==> config.mk <==
export PLATFORM = sky130hd
export DESIGN_NAME = sio_cfg_port
export DESIGN_NICKNAME = d
export VERILOG_FILES = /design/src/rtl/sio_cfg_pkg.sv /design/src/rtl/sio_key_fsm.sv /design/src/rtl/sio_bar_bank.sv /design/src/rtl/sio_cfg_port.sv
export SDC_FILE = /design/constraint.sdc
export NUM_CORES = 1
export LEC_CHECK = 0
export BUFFER_PORTS_ARGS = -buffer_cell sky130_fd_sc_hd__buf_2
export CAP_MARGIN = 20
export CORE_UTILIZATION = 55
export CTS_CLUSTER_SIZE = 12
export DETAILED_ROUTE_END_ITERATION = 7
export PLACE_DENSITY = 0.8
export SLEW_MARGIN = 20
export SYNTH_ARGS = -nofsm -noshare
export SYNTH_HDL_FRONTEND = slang
export SYNTH_SLANG_ARGS = --single-unit
==> constraint.sdc <==
create_clock -name clk -period 2.85 [get_ports clk]
set_input_delay 0.1425 -clock clk [delete_from_list [all_inputs] [get_ports clk]]
set_output_delay 0.1425 -clock clk [all_outputs]
set_load 0.005 [all_outputs]
==> src/rtl/sio_cfg_pkg.sv <==
package sio_cfg_pkg;
  localparam logic [7:0] KEY_OPEN    = 8'h87;
  localparam logic [7:0] KEY_CLOSE   = 8'hAA;
  localparam logic [7:0] IX_LDN      = 8'h07;
  localparam logic [7:0] IX_CHIP_HI  = 8'h20;
  localparam logic [7:0] IX_CHIP_LO  = 8'h21;
  localparam logic [7:0] IX_VEND_HI  = 8'h23;
  localparam logic [7:0] IX_VEND_LO  = 8'h24;
  localparam logic [7:0] IX_BASE_HI  = 8'h60;
  localparam logic [7:0] IX_BASE_LO  = 8'h61;
  localparam logic [7:0] LOCKED_READ = 8'hFF;

  typedef enum logic [1:0] {
    KS_LOCKED = 2'd0,
    KS_HALF   = 2'd1,
    KS_OPEN   = 2'd2
  } key_state_t;
endpackage

==> src/rtl/sio_key_fsm.sv <==
module sio_key_fsm
  import sio_cfg_pkg::*;
(
  input  logic       clk,
  input  logic       rst,
  input  logic       idx_wr,
  input  logic [7:0] wdata,
  output logic       cfg_open
);
  key_state_t state_q, state_d;

  // Only writes to the index register affect the key sequence.
  always_comb begin
    state_d = state_q;
    if (idx_wr) begin
      unique case (state_q)
        KS_LOCKED: state_d = (wdata == KEY_OPEN) ? KS_HALF : KS_LOCKED;
        KS_HALF:   state_d = (wdata == KEY_OPEN) ? KS_OPEN : KS_LOCKED;
        KS_OPEN:   state_d = (wdata == KEY_CLOSE) ? KS_LOCKED : KS_OPEN;
        default:   state_d = KS_LOCKED;
      endcase
    end
  end

  always_ff @(posedge clk) begin
    if (rst) state_q <= KS_LOCKED;
    else     state_q <= state_d;
  end

  assign cfg_open = (state_q == KS_OPEN);
endmodule

==> src/rtl/sio_bar_bank.sv <==
module sio_bar_bank #(
  parameter int NUM_DEV = 8,
  parameter int LDN_W   = 3,
  parameter int BASE_W  = 16,
  parameter logic [NUM_DEV*BASE_W-1:0] BASE_INIT = '0
) (
  input  logic                      clk,
  input  logic                      rst,
  input  logic [LDN_W-1:0]          sel,
  input  logic                      wr_hi,
  input  logic                      wr_lo,
  input  logic [7:0]                wdata,
  output logic [BASE_W-1:0]         rd_val,
  output logic [NUM_DEV*BASE_W-1:0] base_flat
);
  localparam int HALF_W = BASE_W / 2;

  logic [BASE_W-1:0] bases [NUM_DEV];

  // One base-address register per logical device, all visible at once.
  for (genvar k = 0; k < NUM_DEV; k++) begin : g_dev
    always_ff @(posedge clk) begin
      if (rst) begin
        bases[k] <= BASE_INIT[k*BASE_W +: BASE_W];
      end else if (sel == LDN_W'(k)) begin
        if (wr_hi) bases[k][BASE_W-1:HALF_W] <= wdata[HALF_W-1:0];
        if (wr_lo) bases[k][HALF_W-1:0]      <= wdata[HALF_W-1:0];
      end
    end
    assign base_flat[k*BASE_W +: BASE_W] = bases[k];
  end

  // Read port for the selected device; a number with no device reads 0.
  always_comb begin
    rd_val = '0;
    for (int i = 0; i < NUM_DEV; i++)
      if (sel == LDN_W'(i)) rd_val = bases[i];
  end
endmodule

==> src/rtl/sio_cfg_port.sv <==
module sio_cfg_port
  import sio_cfg_pkg::*;
#(
  parameter int NUM_DEV = 8,
  parameter logic [15:0] CHIP_ID   = 16'h0406,
  parameter logic [15:0] VENDOR_ID = 16'h1934,
  parameter logic [NUM_DEV*16-1:0] BASE_INIT =
    128'h0E00_0D00_0C00_0B00_0A00_0900_0800_0700,
  localparam int LDN_W = (NUM_DEV > 1) ? $clog2(NUM_DEV) : 1
) (
  input  logic                  clk,
  input  logic                  rst,
  input  logic                  bus_addr,
  input  logic                  bus_rd,
  input  logic                  bus_wr,
  input  logic [7:0]            bus_wdata,
  output logic [7:0]            bus_rdata,
  output logic [LDN_W-1:0]      ldn_out,
  output logic [NUM_DEV*16-1:0] base_out
);
  logic       idx_wr, dat_wr, cfg_open;
  logic [7:0] index_q;
  logic [LDN_W-1:0] ldn_q;
  logic [15:0] sel_base;
  logic [7:0] reg_val;
  logic [7:0] rdata_q;
  logic       base_hi_wr, base_lo_wr;

  assign idx_wr = bus_wr && !bus_addr;
  assign dat_wr = bus_wr &&  bus_addr;

  sio_key_fsm u_key (
    .clk      (clk),
    .rst      (rst),
    .idx_wr   (idx_wr),
    .wdata    (bus_wdata),
    .cfg_open (cfg_open)
  );

  // The index register only moves while the port is open, and never takes the close key.
  always_ff @(posedge clk) begin
    if (rst)
      index_q <= '0;
    else if (cfg_open && idx_wr && bus_wdata != KEY_CLOSE)
      index_q <= bus_wdata;
  end

  always_ff @(posedge clk) begin
    if (rst)
      ldn_q <= '0;
    else if (cfg_open && dat_wr && index_q == IX_LDN)
      ldn_q <= bus_wdata[LDN_W-1:0];
  end

  assign base_hi_wr = cfg_open && dat_wr && (index_q == IX_BASE_HI);
  assign base_lo_wr = cfg_open && dat_wr && (index_q == IX_BASE_LO);

  sio_bar_bank #(
    .NUM_DEV   (NUM_DEV),
    .LDN_W     (LDN_W),
    .BASE_W    (16),
    .BASE_INIT (BASE_INIT)
  ) u_bank (
    .clk       (clk),
    .rst       (rst),
    .sel       (ldn_q),
    .wr_hi     (base_hi_wr),
    .wr_lo     (base_lo_wr),
    .wdata     (bus_wdata),
    .rd_val    (sel_base),
    .base_flat (base_out)
  );

  always_comb begin
    unique case (index_q)
      IX_LDN:     reg_val = 8'(ldn_q);
      IX_CHIP_HI: reg_val = CHIP_ID[15:8];
      IX_CHIP_LO: reg_val = CHIP_ID[7:0];
      IX_VEND_HI: reg_val = VENDOR_ID[15:8];
      IX_VEND_LO: reg_val = VENDOR_ID[7:0];
      IX_BASE_HI: reg_val = sel_base[15:8];
      IX_BASE_LO: reg_val = sel_base[7:0];
      default:    reg_val = 8'h00;
    endcase
  end

  always_ff @(posedge clk) begin
    if (rst)
      rdata_q <= LOCKED_READ;
    else if (bus_rd) begin
      if (!cfg_open)     rdata_q <= LOCKED_READ;
      else if (!bus_addr) rdata_q <= index_q;
      else               rdata_q <= reg_val;
    end
  end

  assign bus_rdata = rdata_q;
  assign ldn_out   = ldn_q;
endmodule

# Yosys cells after proc, flatten, opt, wreduce, memory -nomap -nowiden
# Memory sizes are Yosys's and may differ from the RTL's.
# Cells that the tools add are included.
# totals
inputBits	13
mem_count	1
out_inout_bits	139
elab_cells	134
mem_bits_rw	128
regBits	21
# mem_list
memory	words	width	rd	rd_clocked_by_memory_dff	wr	line_no	source
u_bank.bases	8	16	8	0	8	sio_bar_bank.sv:18	logic [BASE_W-1:0] bases [NUM_DEV];
# classes
n_mux	83
reduce_logical	11
n_eq_ne	19
bitwise	16
# ops
cell	count
$mux W8	18
$mux W16	8
$pmux W8 S7	1
$mux W1	53
$eq A8 B6 Y1 const B	4
$eq A8 B7 Y1 const B	2
$eq A8 B8 Y1 const B	2
$or A1 B1 Y1	16
$eq A3 B3 Y1 const B	4
$eq A8 B3 Y1 const B	1
$logic_and A1 B1 Y1	8
$ne A8 B8 Y1 const B	1
$eq A3 B2 Y1 const B	2
$pmux W2 S3	1
$mux W2	2
$eq A3 B1 Y1 const B	1
$logic_not A3 Y1	1
$eq A2 B1 Y1 const B	1
$eq A2 B2 Y1 const B	1
$logic_not A2 Y1	1
$logic_not A1 Y1	1

# Depth between registers and ports, before layout
# depth
word_depth	12
depth_mapped	8
mapped_depth_nobuf	5

# By module
# From an unflattened synthesis, not the netlist that was laid out.
# hier_totals
hier_cells	645
hier_area_um2	7649.8
# by_module_without_submodules
mod	area_per_inst_um2	instances	cells_per_inst	seq_area_each_um2
sio_bar_bank	6287.3	1	492	3843.7
sio_cfg_port	1222.4	1	139	380.4
sio_key_fsm	140.1	1	14	40.0

# Least setup slack after synthesis
# OpenSTA, ideal clock, no wires.
# synth_path
path_type	register to register
startpoint	register ldn_q[0] (netlist: ldn_out[0])
endpoint	memory u_bank.bases[7][0] (netlist: u_bank.bases[3][16]) (enable)
required_ps	2466
setup_slack_ps	547
arrival_time_ps	1919
path_buffers	4
stages_incl_launch_ff	7
setup_time_ps	384
synth_period_minus_slack_ps	2303
cell_sequence	dfxtp_1 -> buf_4 -> buf_4 -> buf_6 -> buf_4 -> nand3_1 -> o21ai_0
# synth_rtl
item	line_no	source
from (decl)	sio_cfg_port.sv:23	logic [LDN_W-1:0] ldn_q;
from (signal assigned)	sio_cfg_port.sv:52	ldn_q <= bus_wdata[LDN_W-1:0];
to (decl)	sio_bar_bank.sv:18	

# Worst setup path after layout
# layout_path
startpoint	register ldn_q[0] (netlist: ldn_out[0])
endpoint	register rdata_q[0] (netlist: bus_rdata[0])
# layout_via
elab_chain_cells	12
elab_cells_between_ends	19
classes_between	7 x eq/ne; 11 x mux; 1 x reduce/logical
# layout_lines
item	line_no	source
$logic_not A3 Y1	sio_bar_bank.sv:37	if (sel == LDN_W'(i)) rd_val = bases[i];
$mux W16 (8 in series)	sio_bar_bank.sv:37	
$pmux W8 S7 *	sio_cfg_port.sv:75	unique case (index_q)
$mux W8 *	sio_cfg_port.sv:92	else if (!bus_addr) rdata_q <= index_q;
$mux W8 *	sio_cfg_port.sv:91	if (!cfg_open) rdata_q <= LOCKED_READ;
to (signal assigned)	sio_cfg_port.sv:92	
to (signal assigned)	sio_cfg_port.sv:93	else rdata_q <= reg_val;
to (decl)	sio_cfg_port.sv:26	logic [7:0] rdata_q;
# Every way passes the cells marked *; elsewhere a longest branch is shown, timed or not.
# A chain may end at the register's enable or synchronous reset.

==> results.yml <==
status:
  status: "finished, final reports clean"
synthesis:
  syn_inst: 566
  avgSynthCellArea_um2: 12.7
  yosys-top-cells-count: "128 x edfxtp_1, 95 x and2_1, 41 x nor2_1"
  netlist_area_mm2: 0.00721
  synth_area_leaders: "edfxtp_1 53%, and2_1 8.2%, mux4_2 6.2%"
  synth_warnings: 0
  synth_nets: 579
  netlist.area_leader.share_pct: 53.3
  seq_area_frac_synth_pct: 59.1
  ys.flop_type: "edfxtp_1"
  yosysMostFrequentCell: "edfxtp_1"
  synth_area_leader_cell: "edfxtp_1"
  ys_types: 61
  ys_ff_latch: 149
  async_flop_share_pct: 0
  synth_edf_count: 128
global_routing:
  track_usage_pct: 33.5
  grt-ovfl-total: 0
  grt_pass1_wl_mm: 32.0
  antenna_found_initial: 0
  grt_max_degree: 35
  grt_pass1_vias: 5303
die:
  io_pins: 152
  die_w_um: 117
  start_util_pct: 56.7
  rows: 41
  die_area_mm2: 0.0136
  die_h_um: 117
  core_mm2: 0.0127
final_layout:
  seq_area_mm2: 0.00427
  layout-drive-gt1-share_pct: 34.1
  syn_to_final_growth_pct: 22.2
  multi_input_area_mm2: 0.00272
  diodes: 0
  nets: 738
  finish.utilization_pct: 69.3
  final_cell_area_mm2: 0.00881
  fillCellCount: 943
clock_network:
  clock-root-buffer: "clkbuf_16"
  cts_buffer_depth: 2
  postCtsSetupBuffers: 0
  cts_made_buffers: 17
  clock-sinks: 149
  cts_tree: "built"
  path_clk_slew_ps: 60
  worstSkewPairLatency_ps: 430
  post_cts_resized: 0
  cts_hold_buffers: 0
  cts_max_level: 4
drt:
  first_pass_iters: 6
  remaining_drc_errors: 0
  vias_per_cell: 6.26
  wl_per_cell_um: 24.1
  wl_mm: 21.9
  via_count: 5688
  drt_iter0_markers: 796
  final_antenna_net_count: 0
setup_path:
  required_ps: 3120
  path_class: "register to register"
  crit_path_max_fanout: 24
  reg2reg_slack_ps: 470
  cp_num_buf_inv: 1
  cp-end-kind: "register"
  rr_worst_depth: 6
  path_cells: "buf_4 > mux4_2 > mux2i_1 > o221ai_1 > a41oi_1 > a211oi_1"
  critPathMaxStageDelay_ps: 730
  cp_top_family: "flip-flops"
  worstSetupEndpoint: "bus_rdata[0]$_SDFFE_PP1P_"
  crit_arrival_ps: 2650
  cp.depth: 6
  start_kind: "register"
  r2r-start: "ldn_out[0]$_SDFFE_PP0P_"
  r2r_end: "bus_rdata[0]$_SDFFE_PP1P_"
  crit_path_start: "ldn_out[0]$_SDFFE_PP0P_"
  critPathSlowestCell: "dfxtp_2"
hold_path:
  min_path_type: "primary input to register"
placed_design:
  place.gp.congestion: 0.987
  dp.final_hpwl_mm: 15.6
  placed_cell_area_mm2: 0.00822
  port-buffer-count: 151
sta:
  rsz0062_at_grt: "no"
  period_share_pct: 83.3
  hold_viol_final: 0
  timing.hold.ws_ps: 93.3
  min_period_ps: 2380
  setup_viol: 0
  slew_headroom_pct: 56.0
  drv_slew: 0
  finalClockSkew_ps: 11.9
  fmax_mhz: 421
  fin_tns_setup_ps: 0
  worst_pin_slew_ps: 660
power:
  power_per_cell_area_mw_per_mm2: 579
  ir_drop_uv: 550
  leakagePower_nw: 3.17
  p_total_mw: 5.11
flow_run:
  cap_violations: 0
==> final cells by class <==
cell class / count / share of cell area, %
multi-input combinational: 368 / 30.9
tap: 172 / 2.44
inverter: 7 / 0.298
clock buffer: 20 / 4.96
clock inverter: 11 / 1.80
sequential: 149 / 48.4
timing repair buffer: 182 / 11.2
==> worst min path at each step <==
stage	to	cells past startpoint	from
floorplan	index_q[4]$_SDFFE_PP0P_	2	bus_wdata[4]
global placement	bus_rdata[2]$_SDFFE_PP1P_	2	bus_rdata[2]$_SDFFE_PP1P_
detailed placement	bus_rdata[0]$_SDFFE_PP1P_	2	bus_rdata[0]$_SDFFE_PP1P_
CTS	u_key.state_q[0]$_SDFFE_PP0P_	4	bus_wdata[5]
global route	u_key.state_q[0]$_SDFFE_PP0P_	2	rst
finish	u_key.state_q[0]$_SDFFE_PP0P_	4	bus_wdata[5]
==> worst min-delay path, delay by kind of cell <==
family / cells / cell delay (ps)
buffers and inverters: 1 / 100
and+or+nand+nor: 2 / 110
muxes: 1 / 120
==> where the power goes <==
part	switching [mW]	leakage, nW	internal (mW)	total, mW
sequential	0.0725	1.40	2.46	2.53
combinational	0.172	1.48	0.118	0.290
clock	0.837	0.289	1.45	2.28
==> cell usage in the layout (no fill, tap or decap), drive strengths merged, types with 2 or more instances in the layout <==
cell     instances
nand2b          11
a311oi           2
nand3            6
a31oi            2
o221ai           2
nand2           13
clkinv           7
dfxtp           21
edfxtp         128
nor3            19
mux4            20
a211oi           8
a221oi           8
o32a             3
buf            182
o31ai            2
nor4             5
inv              6
and2            95
nor2            44
or2              2
o22ai            4
or3             20
clkbuf          20
o21ai           25
o21a             3
nand4bb          3
a21oi           14
mux2             6
nor2b            6
a41oi            2
bufinv           4
a22oi            2
mux2i           24
==> logic make-up (layout without fill, tap and decap cells) <==
kind of cell	after synthesis	in the layout	synth area share [%]
compound gates	86	86	8.05
buf+inv	49	220	3.16
flops	149	149	59.1
mux	50	50	10.5
simple gates	232	232	19.2
==> state kept, by name (all words and copies together) (netlist names) <==
register / flops
bus_rdata: 8
index_q: 8
ldn_out: 3
u_bank.bases: 128
u_key.state_q: 2
==> routing by layer <==
layer | GRT usage, % | routed length, µm | vias up
met5 | 0 | 0 | -
met4 | 13.2 | 508 | 0
met3 | 6.43 | 2530 | 45
met2 | 51.8 | 10600 | 426
met1 | 47.0 | 8280 | 2775
li1 | - | - | 2442
==> stage by stage <==
stage | instances | setup WS [ps]
2_1_floorplan | 566 | 547
3_3_place_gp | 878 | 585
3_5_place_dp | 878 | 512
4_1_cts | 909 | 476
5_1_grt | 909 | 300
6_report | 909 | 475
(Power assumes the default switching activity.)
